[config.mk]
export PLATFORM = sky130hd
export DESIGN_NAME = xbus_reg_xcvr
export DESIGN_NICKNAME = d
export VERILOG_FILES = /design/src/rtl/xbus_pkg.sv /design/src/rtl/xbus_store.sv /design/src/rtl/xbus_route.sv /design/src/rtl/xbus_port.sv /design/src/rtl/xbus_reg_xcvr.sv
export SDC_FILE = /design/constraint.sdc
export NUM_CORES = 1
export LEC_CHECK = 0
export BUFFER_PORTS_ARGS = -buffer_cell sky130_fd_sc_hd__buf_2
export CAP_MARGIN = 5
export CORE_ASPECT_RATIO = 0.8
export CORE_MARGIN = 1.5
export CORE_UTILIZATION = 30
export CTS_BUF_LIST = sky130_fd_sc_hd__clkbuf_8 sky130_fd_sc_hd__clkbuf_16
export CTS_CLUSTER_SIZE = 28
export DETAILED_ROUTE_END_ITERATION = 7
export GPL_TIMING_DRIVEN = 0
export MAX_ROUTING_LAYER = met4
export SLEW_MARGIN = 10
export SYNTH_ARGS = -nofsm -noshare
export SYNTH_HDL_FRONTEND = slang
export SYNTH_SLANG_ARGS = --single-unit
[constraint.sdc]
create_clock -name clk -period 2.3 [get_ports clk]
set_input_delay 0.46 -clock clk [delete_from_list [all_inputs] [get_ports clk]]
set_output_delay 0.46 -clock clk [all_outputs]
set_load 0.1 [all_outputs]
[src/rtl/xbus_pkg.sv]
package xbus_pkg;

  typedef enum logic [1:0] {
    ROUTE_NONE = 2'd0,
    ROUTE_TO_A = 2'd1,
    ROUTE_TO_B = 2'd2
  } route_e;

endpackage

[src/rtl/xbus_store.sv]
module xbus_store #(
  parameter int W = 8
) (
  input  logic         clk,
  input  logic         rst,
  input  logic         cap,
  input  logic [W-1:0] din,
  output logic [W-1:0] nxt,
  output logic [W-1:0] q
);

  // next value is exported so the output stage can show a capture made
  // at the same edge without an extra cycle of delay
  always_comb begin
    nxt = cap ? din : q;
  end

  always_ff @(posedge clk) begin
    if (rst) begin
      q <= '0;
    end else begin
      q <= nxt;
    end
  end

endmodule

[src/rtl/xbus_route.sv]
module xbus_route
  import xbus_pkg::*;
(
  input  logic   oe_n,
  input  logic   dir,
  output route_e route
);

  always_comb begin
    if (oe_n) begin
      route = ROUTE_NONE;
    end else if (dir) begin
      route = ROUTE_TO_B;
    end else begin
      route = ROUTE_TO_A;
    end
  end

endmodule

[src/rtl/xbus_port.sv]
module xbus_port #(
  parameter int W      = 8,
  parameter bit INVERT = 1'b0
) (
  input  logic         clk,
  input  logic         rst,
  input  logic         drive,
  input  logic         sel_stored,
  input  logic [W-1:0] live,
  input  logic [W-1:0] stored_nxt,
  output logic [W-1:0] dout,
  output logic [W-1:0] doe
);

  logic [W-1:0] pick;
  logic [W-1:0] shaped;
  logic [W-1:0] dout_d;

  always_comb begin
    pick = sel_stored ? stored_nxt : live;
  end

  generate
    if (INVERT) begin : g_inv
      always_comb shaped = ~pick;
    end else begin : g_true
      always_comb shaped = pick;
    end
  endgenerate

  always_comb begin
    dout_d = drive ? shaped : '0;
  end

  always_ff @(posedge clk) begin
    if (rst) begin
      dout <= '0;
      doe  <= '0;
    end else begin
      dout <= dout_d;
      doe  <= {W{drive}};
    end
  end

endmodule

[src/rtl/xbus_reg_xcvr.sv]
module xbus_reg_xcvr
  import xbus_pkg::*;
#(
  parameter int W      = 8,
  parameter bit INVERT = 1'b0
) (
  input  logic         clk,
  input  logic         rst,
  input  logic         oe_n,
  input  logic         dir,
  input  logic         cap_ab,
  input  logic         cap_ba,
  input  logic         sel_ab,
  input  logic         sel_ba,
  input  logic [W-1:0] a_in,
  output logic [W-1:0] a_out,
  output logic [W-1:0] a_oe,
  input  logic [W-1:0] b_in,
  output logic [W-1:0] b_out,
  output logic [W-1:0] b_oe
);

  route_e       route;
  logic [W-1:0] st_a_nxt, st_a_q;
  logic [W-1:0] st_b_nxt, st_b_q;
  logic         drv_a, drv_b;

  xbus_route u_route (
    .oe_n  (oe_n),
    .dir   (dir),
    .route (route)
  );

  assign drv_a = (route == ROUTE_TO_A);
  assign drv_b = (route == ROUTE_TO_B);

  xbus_store #(.W(W)) u_store_a (
    .clk (clk),
    .rst (rst),
    .cap (cap_ab),
    .din (a_in),
    .nxt (st_a_nxt),
    .q   (st_a_q)
  );

  xbus_store #(.W(W)) u_store_b (
    .clk (clk),
    .rst (rst),
    .cap (cap_ba),
    .din (b_in),
    .nxt (st_b_nxt),
    .q   (st_b_q)
  );

  // bus B is fed from the A side
  xbus_port #(.W(W), .INVERT(INVERT)) u_port_b (
    .clk        (clk),
    .rst        (rst),
    .drive      (drv_b),
    .sel_stored (sel_ab),
    .live       (a_in),
    .stored_nxt (st_a_nxt),
    .dout       (b_out),
    .doe        (b_oe)
  );

  // bus A is fed from the B side
  xbus_port #(.W(W), .INVERT(INVERT)) u_port_a (
    .clk        (clk),
    .rst        (rst),
    .drive      (drv_a),
    .sel_stored (sel_ba),
    .live       (b_in),
    .stored_nxt (st_b_nxt),
    .dout       (a_out),
    .doe        (a_oe)
  );

endmodule

# Yosys cells after proc, flatten, opt, wreduce, memory -nomap -nowiden
# Cells that the tools add are included.
# op_classes
reduce_logical,2
muxes,6
n_eq_ne,2
bitwise_logic,2
# op_table
op,count
$mux W8,4
$mux W2,2
$reduce_or A2 Y1,2
$eq A2 B1 Y1 const B,1
$eq A2 B2 Y1 const B,1
$not A1 Y1,2
# totals
elab_cells,18
regBits,34
in_bits,24
output_inout_bits,32

# Logic depth before layout (Yosys ltp)
# depth
word_depth,5
mapped_depth,5
ltp_nobuf,3

# Cells and area by module
# From an unflattened synthesis, not the netlist that was laid out.
# unflattened
cells_unflattened,126
hier_area_um2,1448.9
# by_module_without_submodules
module,instances,cells_each,area_each_um2,seq_area_each_um2
xbus_port,2,36,369.1,180.2
xbus_store,2,25,341.6,160.2
xbus_reg_xcvr,1,2,15.0,0.0
xbus_route,1,2,12.5,0.0

# Worst setup path after synthesis
# No wires, ideal clock.
# synth_path
path_type,register -> output
start,reg u_port_a.doe[0] (netlist name)
end,out a_oe[1]
required_time_ns,1.840
setup_slack_ns,0.376
n_path_buf,1
arrival_ns,1.464
path_stages_with_launch,2
path_cell_list,dfxtp_1 > buf_4
# synth_lines
element,line_no,text
end: declaration,xbus_reg_xcvr.sv:17,"output logic [W-1:0] a_oe,"
# No word-level cell between the ends.

# Final worst setup path
# layout_path
start,reg u_port_b.doe[0] (netlist name)
end,out b_oe[5]
# layout_lines
element,line_no,text
end: declaration,xbus_reg_xcvr.sv:20,output logic [W-1:0] b_oe
# No word-level cell between the ends.

==> impl_metrics.tcl <==
set metrics [dict create \
    status "completed" \
    cts_tree "yes" \
    synthXorXnorAreaFrac_pct 0 \
    grt_max_degree 11 \
    intPower_w 0.000928 \
    drt-initial-drc-count 9 \
    die_area_sq_um 4840 \
    cts_setup_buffers 0 \
    critPathKind "reg2out" \
    min_to "u_store_b.q[4]" \
    antenna_found_initial 0 \
    place.gp.congestion 0.680 \
    htree_levels 2 \
    finalCritPeriodShare_pct 75.5 \
    regArea_sq_um 681 \
    yosysSeqAreaShare_pct 51.3 \
    postRouteAntennaNets 0 \
    io_buffer_count 52 \
    grt_overflow_total 0 \
    setup_viol 0 \
    grt_setup_unrepaired "false" \
    r2r-start "u_store_a.q[3]" \
    cp_max_fo 8 \
    synth_area_leader_cell "dfxtp_1" \
    finalCriticalPeriod_ns 1.74 \
    seqPwrFrac_pct 46.9 \
    power_frac_comb_pct 20.2 \
    finalWirelength_mm 2.46 \
    clk_path_buf_depth 2 \
    dp_slack_ns 0.852 \
    pwr-share-clk_pct 32.9 \
    numCtsBuffers 5 \
    crit_path_end_kind "output pin" \
    cpPeakStageDelay_ns 0.44 \
    yosysWarnings 0 \
    hold-worst-slack_ns 0.389 \
    hold_buffers 0 \
    total_power_w 0.00133 \
    synth_top_family_by_area "multiplexers" \
    crit_path_top_delay_cell "dfxtp_1" \
    dieWidth_um 77.4 \
    dp_hpwl_mm 1.87 \
    finalNetCount 209 \
    tightest_slew_ns 0.494 \
    grt_pass1_vias 921 \
    synth_compound_gate_area_share_pct 0 \
    grt-busiest-layer "met2" \
    min_from "rst" \
    slew_headroom_pct 67.3 \
    drive_above_1_share_pct 42.5 \
    p_leak_nw 0.992 \
    path_cells "buf_4 -> buf_2" \
    gr-usage-met1_pct 13.1 \
    hold_path.class "in2reg" \
    core_area_sq_um 4200 \
    finalClockSkew_ns 0.00125 \
    switching_share_pct 30.4 \
    clk_latency_ns 0.27 \
    worst_slack_ns 0.564 \
    drv_cap 0 \
    cts_sinks 34 \
    syn_to_final_growth_pct 31.9 \
    synthAdderAreaFrac_pct 0 \
    multi_input_area_sq_um 467 \
    die_h_um 62.5 \
    ys_ff_latch 34 \
    reg2reg_depth 2 \
    grt_pass1_wl_mm 4.15 \
    root_buffer "clkbuf_8" \
    hold_path_depth 2 \
    grt_use_met2_pct 18.4 \
    viasPerCell 3.97 \
    drv_slew 0 \
    ys_top_cells_by_area "dfxtp_1 (51%), mux2i_1 (24%), nor2_1 (9.3%)" \
    finalHoldViolations 0 \
    synth_top_cell_area_share_pct 51.3 \
    synth_mux_area_share_pct 24.1 \
    core.rowCount 21 \
    syn-num-nets 150 \
    n_fill_cell 429 \
    regToRegSetupSlack_ns 1.69 \
    syn_avg_cell_area_sq_um 10.5 \
    syn_inst 126 \
    cts.repair.resized 0 \
    wl_per_cell_um 10.1 \
    irDropWorstVdd_mv 0.231 \
    start_util_pct 31.6 \
    clkTransAtPathRegs_ns 0.07 \
    drt_first_pass_iters 4 \
    drc 0 \
    yosysUniqueCellTypes 10 \
    grt_usage_pct 11.5 \
    switchingPower_w 0.000405 \
    routed-via-count 965 \
    synth_area_sq_um 1330 \
    antenna_cells 0 \
    fin_cells 243 \
    cp-start-kind "register" \
    rr_endpoint "u_store_a.q[3]" \
    required_ns 1.84 \
    num_io_pins 56 \
    synth_simple_gate_area_share_pct 11.0 \
    place_inst 235 \
    fmax_mhz 576 \
    p_per_area_nw_per_um2 762 \
    grt_use_met3_pct 2.92 \
    setup_tns_ns 0 \
    cp.arrival_ns 1.28 \
]
[power by group through the flow]
stage                     logic (W)  clock network (W)  registers [W]
after CTS                  0.000273           0.000460       0.000626
after global routing       0.000286           0.000486       0.000629
after detailed placement   0.000272                  0       0.000639
final                      0.000270           0.000438       0.000626
after floorplan            0.000158                  0       0.000702
after global placement     0.000271                  0       0.000638
[cells in the mapped netlist, drive strengths merged]
cell / count
dfxtp: 34
nand2: 1
inv: 2
nand2b: 2
clkbuf: 1
buf: 20
or3: 1
mux2i: 32
nor2: 33
[layer usage]
| layer | vias up | wire [um] |
|---|---|---|
| li1 | 508 | - |
| met1 | 433 | 1110 |
| met2 | 20 | 1210 |
| met3 | 4 | 96 |
| met4 | 0 | 43 |
| met5 | - | 0 |
[per-stage QoR]
stage | instance area [sq um] | utilization, %
3_5_place_dp | 1660 | 39.5
3_3_place_gp | 1660 | 39.5
2_1_floorplan | 1330 | -
5_1_grt | 1750 | 41.6
4_1_cts | 1750 | 41.6
6_report | 1750 | 41.6
[layout make-up]
| class | instances | area share [%] |
|---|---|---|
| Multi-Input combinational cell | 69 | 26.7 |
| Clock buffer | 6 | 4.72 |
| Inverter | 2 | 0.429 |
| Sequential cell | 34 | 38.9 |
| Tap cell | 57 | 4.07 |
| Clock inverter | 2 | 0.500 |
| Buffer | 21 | 9.86 |
| Timing Repair Buffer | 52 | 14.9 |
[cell usage in the layout (no fill, tap or decap), drive strengths merged]
cell type / netlist / layout
nor2: 33 / 33
inv: 2 / 3
clkinv: 0 / 1
mux2i: 32 / 32
nand2b: 2 / 2
nand2: 1 / 1
dfxtp: 34 / 34
buf: 20 / 72
or3: 1 / 1
clkbuf: 1 / 7
[critical path: cells and delay by family (launching register included)]
family / cells / cell delay, ns
buffers and inverters: 2 / 0.55
DFF: 1 / 0.44
[worst max path at each step]
stage	cells past startpoint	slack [ns]	to	start
2_1_floorplan	1	0.38	a_oe[1]	u_port_a.doe[0]
3_3_place_gp	2	0.86	b_oe[4]	u_port_b.doe[0]
3_5_place_dp	2	0.85	b_oe[5]	u_port_b.doe[0]
4_1_cts	2	0.54	b_oe[5]	u_port_b.doe[0]
5_1_grt	2	0.47	b_oe[5]	u_port_b.doe[0]
6_report	2	0.56	b_oe[5]	u_port_b.doe[0]
[flip-flops by register name (all words and copies together) (netlist names)]
name and cells:
u_port_a.doe 1, u_port_a.dout 8, u_port_b.doe 1, u_port_b.dout 8
u_store_a.q 8, u_store_b.q 8
[cell families after synthesis]
kind of cell / Yosys count
AND/OR/NAND/NOR: 37
buffers and inverters: 23
flip-flops: 34
multiplexers: 32
Note: power is estimated with default switching activity, not from simulation.
